--- config.mk ---
export PLATFORM = sky130hd
export DESIGN_NAME = sngSeedStep
export DESIGN_NICKNAME = d
export VERILOG_FILES = /design/src/rtl/sngSeedPkg.sv /design/src/rtl/sngSeedCtrl.sv /design/src/rtl/sngSeedPath.sv /design/src/rtl/sngSeedStep.sv
export SDC_FILE = /design/constraint.sdc
export NUM_CORES = 1
export LEC_CHECK = 0
export CORE_UTILIZATION = 38
export CTS_CLUSTER_DIAMETER = 50
export DETAILED_ROUTE_END_ITERATION = 8
export DONT_BUFFER_PORTS = 1
export HOLD_SLACK_MARGIN = 0.06
export PLACE_DENSITY_LB_ADDON = 0.05
export SYNTH_ARGS = -nofsm -noshare
export SYNTH_HDL_FRONTEND = slang
export SYNTH_SLANG_ARGS = --single-unit
--- constraint.sdc ---
create_clock -name clk -period 3.4 [get_ports clk]
set_clock_uncertainty 0.15 [all_clocks]
set_input_delay 0.51 -clock clk [delete_from_list [all_inputs] [get_ports clk]]
set_output_delay 0.51 -clock clk [all_outputs]
set_load 0.005 [all_outputs]
--- src/rtl/sngSeedPkg.sv ---
package sngSeedPkg;

  // Strobes from the step counter to the datapath
  typedef struct packed {
    logic stepEn;       // advance LFSR and emit a bit
    logic periodStart;  // first step of a period: sample the fraction
    logic periodEnd;    // last step of a period: reseed
  } sngStrobes_t;

endpackage

--- src/rtl/sngSeedCtrl.sv ---
module sngSeedCtrl #(
  parameter int WIDTH = 16
) (
  input  logic                      clk,
  input  logic                      rstN,
  input  logic                      en,
  output sngSeedPkg::sngStrobes_t   ctl
);
  localparam logic [WIDTH-1:0] LAST_STEP = {{(WIDTH-1){1'b1}}, 1'b0}; // 2^W-2

  logic [WIDTH-1:0] stepCnt;

  always_comb begin
    ctl.stepEn      = en;
    ctl.periodStart = en && (stepCnt == '0);
    ctl.periodEnd   = en && (stepCnt == LAST_STEP);
  end

  always_ff @(posedge clk) begin
    if (!rstN) begin
      stepCnt <= '0;
    end else if (en) begin
      if (stepCnt == LAST_STEP) stepCnt <= '0;
      else                      stepCnt <= stepCnt + 1'b1;
    end
  end
endmodule

--- src/rtl/sngSeedPath.sv ---
module sngSeedPath #(
  parameter int              WIDTH = 16,
  parameter logic [WIDTH-1:0] TAPS = 16'hB400
) (
  input  logic                      clk,
  input  logic                      rstN,
  input  sngSeedPkg::sngStrobes_t   ctl,
  input  logic [WIDTH-1:0]          valueIn,
  input  logic [WIDTH-1:0]          seedInit,
  output logic                      streamBit,
  output logic                      periodDone
);
  localparam logic [WIDTH-1:0] ONE = {{(WIDTH-1){1'b0}}, 1'b1};

  logic [WIDTH-1:0] lfsrQ;
  logic [WIDTH-1:0] seedQ;
  logic [WIDTH-1:0] heldQ;
  logic [WIDTH-1:0] lfsrStep;
  logic [WIDTH-1:0] seedBump;
  logic [WIDTH-1:0] seedBoot;
  logic [WIDTH-1:0] cmpVal;

  // Galois step, right shift
  always_comb begin
    lfsrStep = lfsrQ >> 1;
    if (lfsrQ[0]) lfsrStep = lfsrStep ^ TAPS;
  end

  // Seeds that would be zero become one
  always_comb begin
    seedBump = seedQ + ONE;
    if (seedBump == '0) seedBump = ONE;
    seedBoot = (seedInit == '0) ? ONE : seedInit;
  end

  assign cmpVal = ctl.periodStart ? valueIn : heldQ;

  always_ff @(posedge clk) begin
    if (!rstN) begin
      lfsrQ      <= seedBoot;
      seedQ      <= seedBoot;
      heldQ      <= '0;
      streamBit  <= 1'b0;
      periodDone <= 1'b0;
    end else begin
      periodDone <= ctl.periodEnd;
      if (ctl.stepEn) begin
        streamBit <= (lfsrQ < cmpVal);
        if (ctl.periodStart) heldQ <= valueIn;
        if (ctl.periodEnd) begin
          seedQ <= seedBump;
          lfsrQ <= seedBump;
        end else begin
          lfsrQ <= lfsrStep;
        end
      end
    end
  end
endmodule

--- src/rtl/sngSeedStep.sv ---
module sngSeedStep #(
  parameter int               WIDTH = 16,
  parameter logic [WIDTH-1:0] TAPS  = 16'hB400
) (
  input  logic             clk,
  input  logic             rstN,
  input  logic             en,
  input  logic [WIDTH-1:0] valueIn,
  input  logic [WIDTH-1:0] seedInit,
  output logic             streamBit,
  output logic             periodDone
);
  sngSeedPkg::sngStrobes_t ctl;

  sngSeedCtrl #(.WIDTH(WIDTH)) uCtrl (
    .clk  (clk),
    .rstN (rstN),
    .en   (en),
    .ctl  (ctl)
  );

  sngSeedPath #(.WIDTH(WIDTH), .TAPS(TAPS)) uPath (
    .clk        (clk),
    .rstN       (rstN),
    .ctl        (ctl),
    .valueIn    (valueIn),
    .seedInit   (seedInit),
    .streamBit  (streamBit),
    .periodDone (periodDone)
  );
endmodule

# Yosys cells after proc, flatten, opt, wreduce, memory -nomap -nowiden

Index checks and enable logic that the tools add are counted.

Register bits: 66
Word-level logic and storage cells: 30
Output and inout port bits: 2

Reductions and logical operators: 6
Mux-type cells: 11
Eq/ne operators: 3
Bitwise gates (word level): 1
Order comparisons: 1
Add/subtract/negate cells: 2

Operators with widths:

| operator              | count |
|---|---|
| $mux 16               | 11 |
| $logic_not 16->1      | 3 |
| $add 16x1->16 const B | 2 |
| $eq 16x16->1 const B  | 1 |
| $lt 16x16->1          | 1 |
| $ne 2x1->1 const B    | 2 |
| $not 3->4             | 1 |
| $logic_and 1x1->1     | 2 |
| $reduce_and 2->1      | 1 |

# Logic depth before layout (Yosys ltp)

Gate-level depths: netlist (run 1).

Depth after elaboration: 6
Mapped depth: 13

# Modules after synthesis

A second synthesis (run 1) with hierarchy kept.

Cell total of the unflattened synthesis: 399
Area, all modules: 3940.0 µm²

Modules (own cells, without submodules):

| module      | cells each | area each (µm²) | times used |
|---|---|---|---|
| sngSeedPath | 306        | 3099.2          | 1 |
| sngSeedCtrl | 93         | 840.8           | 1 |

# Worst setup path before layout (run 1)

OpenSTA, ideal clock, no wires.

Kind: input to register
Start point: input en
End point: register uPath.streamBit
Stages on the path: 12
Setup time: 0.087 ns
Data required time: 3.163 ns
Slack: 0.268 ns
Arrival time: 2.895 ns
Cells stage by stage: buf_2 -> nor4b_2 -> nand4_2 -> buf_2 -> mux2i_1 -> ha_1 -> a21o_1 -> a21oi_1 -> nor2_1 -> a2111oi_0 -> a2111oi_1 -> o31ai_1

Word-level cells in the longest chain between the ends: 3

Ends and longest elaborated chain:

| what                   | line              | RTL |
|---|---|---|
| start: declaration     | sngSeedStep.sv:7  | `input logic en,` |
| $logic_and 1x1->1      | sngSeedCtrl.sv:15 | `ctl.periodStart = en && (stepCnt == '0);` |
| $mux 16                | --                |  |
| $lt 16x16->1           | sngSeedPath.sv:48 | `streamBit <= (lfsrQ < cmpVal);` |
| end signal: assignment | sngSeedPath.sv:48 |  |
| end: declaration       | sngSeedPath.sv:10 | `output logic streamBit,` |

Parallel ways exist; a longest one is shown, timed or not.
A chain may end at the register's enable or synchronous reset.

# Worst setup path in the final report (run 1)

Start point: register uCtrl.stepCnt[0]
End point: register uPath.streamBit

Word-level cells in the longest chain between the ends: 4

Ends and longest elaborated chain:

| what                     | line              | RTL |
|---|---|---|
| start: declaration       | sngSeedCtrl.sv:11 | `logic [WIDTH-1:0] stepCnt;` |
| start signal: assignment | sngSeedCtrl.sv:24 | `else stepCnt <= stepCnt + 1'b1;` |
| $logic_not 16->1         | sngSeedCtrl.sv:15 |  |
| $logic_and 1x1->1        | sngSeedCtrl.sv:15 |  |
| $mux 16                  | --                |  |
| $lt 16x16->1             | sngSeedPath.sv:48 |  |

Every way passes these cells.

==> results.md, run 1 <==
- The run finished with clean final reports.
- The clock tree from TritonCTS is built.
- The nature of the critical path endpoint is a flip-flop.
- In this run the static leakage power is 1.56 nW.
- The final hold violation count is 0.
- The headroom to the max-slew limit is 51.5%.
- The average cell area after synthesis is 9.79 sq um.
- CTS placed an instance of sky130_fd_sc_hd__clkbuf_8 at the clock tree root.
- The area share of the leading cell type in the synthesized netlist is 24.8%.
- STA classifies the critical path startpoint as a flip-flop.
- The number of maximum-capacitance violations is 0.
- Among all flip-flop cells after synthesis, the most frequent one is sky130_fd_sc_hd__dfxtp_1.
- The signal on the critical path passes through inv_1 > ha_1 > nor4b_2 > nand4_2 > buf_4 > mux2i_1 > ha_1 > a21oi_1 > nor2_1 > a2111oi_1 > a2111oi_1 > o31ai_1.
- In the final layout, the multi-input gates occupy roughly 2100 sq um.
- The maximum number of buffers from clock root to sink is 2.
- Measured along the x axis, the die boundary spans 103 um.
- The clock slew at the register clock pins of the worst setup and hold paths is 0.07 ns.
- In this design, the stage delay of the slowest critical-path cell is 0.49 ns.
- Prior to clock tree synthesis, the placed netlist has a worst setup slack of 0.236 ns.
- Among cell families on the critical path, the largest total delay comes from compound AO/OA/AOI/OAI gates.
- The share of flip-flops with an asynchronous set or reset after synthesis is 0%.
- After technology mapping, the gate count stands at 396.
- The detailed router placed 2805 vias in this run.
- The count of filler cells inserted in the layout is 1024.
- Buffers placed on the I/O ports in this run total 0.
- After synthesis the cells add up to 3880 sq um.
- The maximum fanout along the worst path is 9.
- After synthesis the netlist holds a flip-flop and latch count of 66.
- Post-CTS repair changed the size of 0 cells.
- The detailed router's first-iteration violation count is 91.
- Summed over all layers, the global routing overflow is 0.
- Sorting the synthesized cells by how often they occur yields sky130_fd_sc_hd__nor2_1, sky130_fd_sc_hd__dfxtp_1, sky130_fd_sc_hd__edfxtp_1.
- After detailed routing, the number of vias per cell comes to 5.29.
- The number of pins with negative max-slew slack in the final report is 0.
- The setup path with the least slack is of type reg2reg.
- From bottom edge to top edge, the die measures 103 um.
- At the later pin of the worst-skew pair, clock insertion delay measures 0.35 ns.
- For this block, the routed nets add up to 8840 um of wire.
- The layout cell share with drive strength beyond 1 is roughly 11%.
- Synthesis produced a netlist with a net count of approximately 450.
- The number of DRC violations after detailed routing is 0.
- In the final layout, flip-flops and latches occupy 1640 sq um.
- In this run, post-CTS hold repair placed 0 buffers.
- In this run, synthesis inferred 32 flip-flops with an integrated enable.
- The die covers 10600 sq um.
- The buffers plus inverters on the worst setup path is 2.
- At the end of the flow, the number of nets in the layout was 447.
- The number of antenna violations at the first check in global routing is 0.
- The number of antenna diodes in the final layout is 0.
- Detailed placement ended at an HPWL of approximately 6400 um.
- The count of distinct cell types in the synthesized netlist is 58.
- The transition time of the tightest slew-check pin is about 0.72 ns.
- After detailed routing, the average wire length per cell comes to between 15 and 20 um.
- The cell area power density is 450 nW/um^2.
- The H-tree was split into 3 levels.
- The clock period could shrink to 3.06 ns.
- The highest ir drop seen on vdd is 0.168 mV.
- Setup violations remaining at the end of the flow were counted as 0.
- The site row count is 36.
- The wire length of the first global-routing pass is 14300 um.
- Compared with the post-synthesis result, the final layout area differs by 7.68%.
- The class of the most critical hold timing path is in2reg.
- The post-route fraction of the period consumed by the critical path is 90.0%.
- The Yosys step of the flow raised 0 warnings.
- The pin count of the biggest net entering global routing is 79.
- By instance count, the leading cell after synthesis is sky130_fd_sc_hd__nor2_1.
- The combined global-route utilization of all metal layers is 18.3%.
- The critical path required time is around 3.5 ns.
- After floorplanning, the core was sized to cover 9820 sq um.
- The placer congestion estimate is 0.790.
- Setup total negative slack on the finished layout was measured at 0 ns.
- By area the synthesized netlist is led by sky130_fd_sc_hd__edfxtp_1, sky130_fd_sc_hd__dfxtp_1, sky130_fd_sc_hd__ha_1, sky130_fd_sc_hd__mux2i_1, sky130_fd_sc_hd__nor2_1.
- The tree built by TritonCTS fans out to 66 sinks.
- The remaining number of nets flagged by the antenna check after routing is 0.
- Among all stages on the critical path, the largest delay is contributed by sky130_fd_sc_hd__a2111oi_1.
- 37 I/O pins were placed.
- The fmax is 327 MHz.
- sky130_fd_sc_hd__edfxtp_1 takes more of the synthesized area than any other cell.
- The via count of the first global-routing pass is roughly 2800.
- In the post-route analysis, the smallest setup slack over all paths is 0.341 ns.
- The effective utilization at floorplan is between 30% and 40%.
- Summing the sequential cell areas from Yosys gives 42.3% of the chip area.
- For this run, the detailed router's first-pass iteration total came to 4.
- Setup repair after global routing left no endpoint under its margin.
- The total clock buffers created by CTS is 9.
- Post-CTS timing repair inserted 0 buffers for setup.
- Data on the critical path arrives at its endpoint at 3.16 ns.
worst reg2reg max path, stage by stage (launching register included):
cell                        delay (ns)
sky130_fd_sc_hd__dfxtp_1          0.39
sky130_fd_sc_hd__inv_1            0.09
sky130_fd_sc_hd__ha_1             0.19
sky130_fd_sc_hd__nor4b_2          0.15
sky130_fd_sc_hd__nand4_2          0.12
sky130_fd_sc_hd__buf_4            0.23
sky130_fd_sc_hd__mux2i_1          0.27
sky130_fd_sc_hd__ha_1             0.28
sky130_fd_sc_hd__a21oi_1          0.13
sky130_fd_sc_hd__nor2_1           0.05
sky130_fd_sc_hd__a2111oi_1        0.49
sky130_fd_sc_hd__a2111oi_1        0.17
sky130_fd_sc_hd__o31ai_1          0.25
per-layer routing:
metal  GRT usage (%)  wire (um)  up-vias
met4            4.23         82        0
met1            22.3       3960     1350
met5               0          0        -
met2            31.8       4470       38
li1                -          -     1410
met3            5.22        328        7
cells by family (layout without fill, tap and decap cells):
kind of cell               Yosys count  after routing  share of synthesized area, %
AOI/OAI and AO/OA                   67             67                          10.8
xor gates and xnor gates            33             33                          7.45
adders and majority gates           20             20                          6.45
buffers and inverters               33             34                          3.78
DFF                                 66             66                          42.3
muxes                               24             24                          6.39
and+or+nand+nor                    153            153                          22.8
per-stage QoR:
stage	instance area, sq um	instances	hold slack, ns	util, %	power [mW]
3_5_place_dp	3980	514	0.367	40.5	1.24
6_report	4180	530	0.167	42.5	1.88
5_1_grt	4180	530	0.143	42.5	1.99
2_1_floorplan	3880	396	0.328	-	1.18
4_1_cts	4170	530	0.138	42.5	1.91
3_3_place_gp	3980	514	0.363	40.5	1.23
worst paths after layout:
check                                 startpoint                to  slack, ns  cells after the start
worst max-delay path            uCtrl.stepCnt[0]   uPath.streamBit       0.34                     12
worst max register to register  uCtrl.stepCnt[0]   uPath.streamBit       0.34                     12
worst min-delay path                          en  uCtrl.stepCnt[0]       0.17                      2
worst min register to register    uPath.heldQ[6]    uPath.heldQ[6]       0.38                      2
report_power, final:
| group | internal [mW] | switching, mW |
|---|---|---|
| logic | 0.126 | 0.138 |
| registers | 0.899 | 0.0521 |
| clock network | 0.337 | 0.324 |
| total | 1.36 | 0.514 |
area by class of cell:
class                           instances  area share, %
Sequential cell                        66           39.3
Timing Repair Buffer                    4          0.719
Multi-Input combinational cell        297           50.1
Clock inverter                          7           1.68
Inverter                               14           1.26
Tap cell                              133           3.99
Clock buffer                            9           2.97
layout by cell type, fill, tap and decap left out, drive strengths merged, types with 5 or more instances in the layout:
cell type and instances:
inv 14, nand4 10, xor2 18, o211ai 10, nor2b 16, nand2 31, ha 20, and3 7
nor4 9, clkbuf 9, xnor2 15, a21oi 25, clkinv 5, edfxtp 32, o21ai 14, mux2 6
nor2 45, mux2i 18, nand3 14, dfxtp 34
state kept, by name (all words and copies together) (netlist names):
register	count
uCtrl.stepCnt	16
uPath.heldQ	16
uPath.lfsrQ	16
uPath.periodDone	1
uPath.seedQ	16
uPath.streamBit	1
Note: power is estimated with default switching activity, not from simulation.
==> inputs of run 2 (changes only) <==
--- a/config.mk
+++ b/config.mk
@@ -5,6 +5,7 @@
 export SDC_FILE = /design/constraint.sdc
 export NUM_CORES = 1
 export LEC_CHECK = 0
+export CORE_ASPECT_RATIO = 1.5
 export CORE_UTILIZATION = 38
 export CTS_CLUSTER_DIAMETER = 50
 export DETAILED_ROUTE_END_ITERATION = 8
==> results.md, run 2 (synthesis gave the netlist of run 1 again) <==
- The run finished, with violations left.
- The checks that failed: design-rule violations.
- The number of antenna violations at the first check in global routing is 0.
- The final hold violation count is 0.
- STA classifies the critical path startpoint as a flip-flop.
- The layout cell share with drive strength beyond 1 is 10.1%.
- The post-route non-filler standard cell count is 510.
- Overall power consumption after layout is estimated at 2.09 mW.
- The first global-routing pass estimated 15400 um of wire.
- Clock-pin slew was measured on the worst setup and hold paths at 0.05 ns.
- Data on the critical path is required at its endpoint by approximately 3.5 ns.
- Counting the fill cells in the layout gives 975.
- The site row count is between 40 and 50.
- The worst path needs 3.18 ns of the cycle, external delays included.
- The final critical path takes up 93.5% of the cycle.
- TritonCTS built the clock tree.
- The count of buffers inserted at the top-level ports is 0.
- The average via count per standard cell is 5.49.
- The deepest level of the CTS H-tree is 3.
- Setup total negative slack on the finished layout was measured at 0 ns.
- For this block, the via count after detailed routing is 2798.
- The overall routed net length is 9400 um.
- IR analysis of the VDD net gives a maximum drop of 0.245 mV.
- In this run the tightest slew margin relative to its limit is 48.3%.
- The total clock buffers created by CTS is 9.
- The effective utilization at floorplan is 39.6%.
- The met3 layer usage reported by global route is under 10%.
- The most frequent standard cell in the layout excluding fill and tap cells is sky130_fd_sc_hd__nor2_1.
- The clock insertion delay at the later pin of the skew report is approximately 0.33 ns.
- The static leakage is 1.58 nW.
- The kind of critical path is reg2reg.
- The area growth from synthesis to final layout is 8.78%.
- The die footprint is 10600 sq um.
- After global routing the overflow that remains totals 0.
- Setup repair after global routing left no endpoint under its margin.
- The worst setup path is captured at a flip-flop.
- In this run the count of I/O pins placed on the die edge is 37.
- The met2 track demand over resource in global routing is 33.4%.
- The pin count of the biggest net entering global routing is 79.
- The via count of the first global-routing pass came to roughly 2900.
- At the end of routability-driven placement, the weighted congestion stood at 0.782.
- The number of cells upsized or downsized after cts is 0.
- Dividing the detail-routed wire length by the instance count gives 18.4 um.
- Counting every sink on the clock net gives 66.
- The area of the core is 9800 sq um.
- The number of hold buffers added after CTS is 0.
- The number of setup buffers added after CTS is 0.
- For this block, the initial DRC count from the detailed router was roughly 130.
- The repair_antennas step left the layout with diodes totalling 0.
- The fmax is 315 MHz.
- The vertical die dimension is roughly 130 um.
- The transition time of the tightest slew-check pin is ~0.77 ns.
- Counting along the longest clock path gives a buffer depth of 2.
- The number of DRC violations after detailed routing is 3.
- The tree is rooted in a sky130_fd_sc_hd__clkbuf_16.
- The number of pins with negative max-slew slack in the final report is 0.
- The die is 84.5 um wide.
- Once detail routing completed, the nets flagged for antenna violations numbered 0.
- The storage element area is 1640 sq um.
- The combined global-route utilization of all metal layers is slightly below 20%.
- The number of maximum-capacitance violations is 0.
- The maximum fanout along the worst path is 15.
- Global routing consumed, on the met1 layer, between 20% and 30% of the routing resources.
- The worst hold path belongs to the class in2reg.
- In this run, placement finished with an instance count of 494.
- The number of setup violations in the final report is 0.
- The multi-input combinational cells in the finished layout cover a total of 2090 sq um.
- Leaving out fill and tap cells, the most frequent cells in the layout are sky130_fd_sc_hd__nor2_1, sky130_fd_sc_hd__dfxtp_1, sky130_fd_sc_hd__edfxtp_1.
- At the end of the flow, the number of nets in the layout was 445.
- The first-pass iteration count of the detailed router is 6.
- After global routing, the most crowded layer is met2.
- Summed over all nets, the half-perimeter wirelength after detailed placement is approximately 6900 um.
- Cells fill 43.0% of the core in the end.
- Dividing total power by cell area gives a power density of 495 nW/um^2.
- The arrival time reported for the critical path endpoint is 3.27 ns.
run 2: cell count changes in the layout (fill, tap and decap cells not counted), moves of 2 or more:
cell / previous run / this run
sky130_fd_sc_hd__clkbuf_8: 9 / 2
sky130_fd_sc_hd__clkinv_2: 3 / 1
sky130_fd_sc_hd__clkbuf_16: 0 / 9
sky130_fd_sc_hd__clkbuf_1: 0 / 3
sky130_fd_sc_hd__clkinv_4: 2 / 0
sky130_fd_sc_hd__buf_4: 4 / 2
run 2: layout make-up:
class / count / share of cell area (%)
clock buffers: 14 / 6.26
clock inverters: 2 / 0.267
inverters: 14 / 1.25
multi-input cells: 297 / 49.5
flip-flops and latches: 66 / 38.9
well taps: 115 / 3.41
repair buffers: 2 / 0.356
run 2: worst paths after layout:
check | start | to | slack (ns) | cells after the start
hold reg to reg | uPath.heldQ[4] | uPath.heldQ[4] | 0.37 | 2
setup / recovery | uCtrl.stepCnt[0] | uPath.streamBit | 0.22 | 12
setup reg to reg | uCtrl.stepCnt[0] | uPath.streamBit | 0.22 | 12
hold / removal | en | uCtrl.stepCnt[0] | 0.18 | 2
run 2: worst max-delay path: stages, from the launching register on:
cell	delay (ns)
sky130_fd_sc_hd__dfxtp_1	0.39
sky130_fd_sc_hd__inv_1	0.09
sky130_fd_sc_hd__ha_1	0.20
sky130_fd_sc_hd__nor4b_2	0.16
sky130_fd_sc_hd__nand4_2	0.11
sky130_fd_sc_hd__buf_4	0.29
sky130_fd_sc_hd__mux2i_1	0.29
sky130_fd_sc_hd__ha_1	0.29
sky130_fd_sc_hd__nand4_1	0.12
sky130_fd_sc_hd__nor2_1	0.06
sky130_fd_sc_hd__a2111oi_0	0.49
sky130_fd_sc_hd__a2111oi_1	0.17
sky130_fd_sc_hd__o31ai_1	0.28
run 2: power by group:
part           internal, mW  switching (mW)
registers             0.901          0.0548
clock network         0.533           0.335
logic                 0.123           0.140
total                  1.56           0.529
run 2: metal layers:
| metal | wire [um] | vias to the layer above | share of wire, % |
|---|---|---|---|
| li1 | - | 1414 | - |
| met4 | 201 | 0 | 2.1 |
| met2 | 4850 | 41 | 52 |
| met1 | 3930 | 1328 | 42 |
| met5 | 0 | - | 0 |
| met3 | 427 | 15 | 4.5 |
run 2: through the flow:
step	area (sq um)	setup WS (ns)	hold WS, ns
floorplan	3880	0.268	0.328
global placement	3940	0.392	0.353
detailed placement	3940	0.238	0.367
CTS	4220	0.243	0.148
global route	4220	0.0876	0.155
finish	4220	0.222	0.177
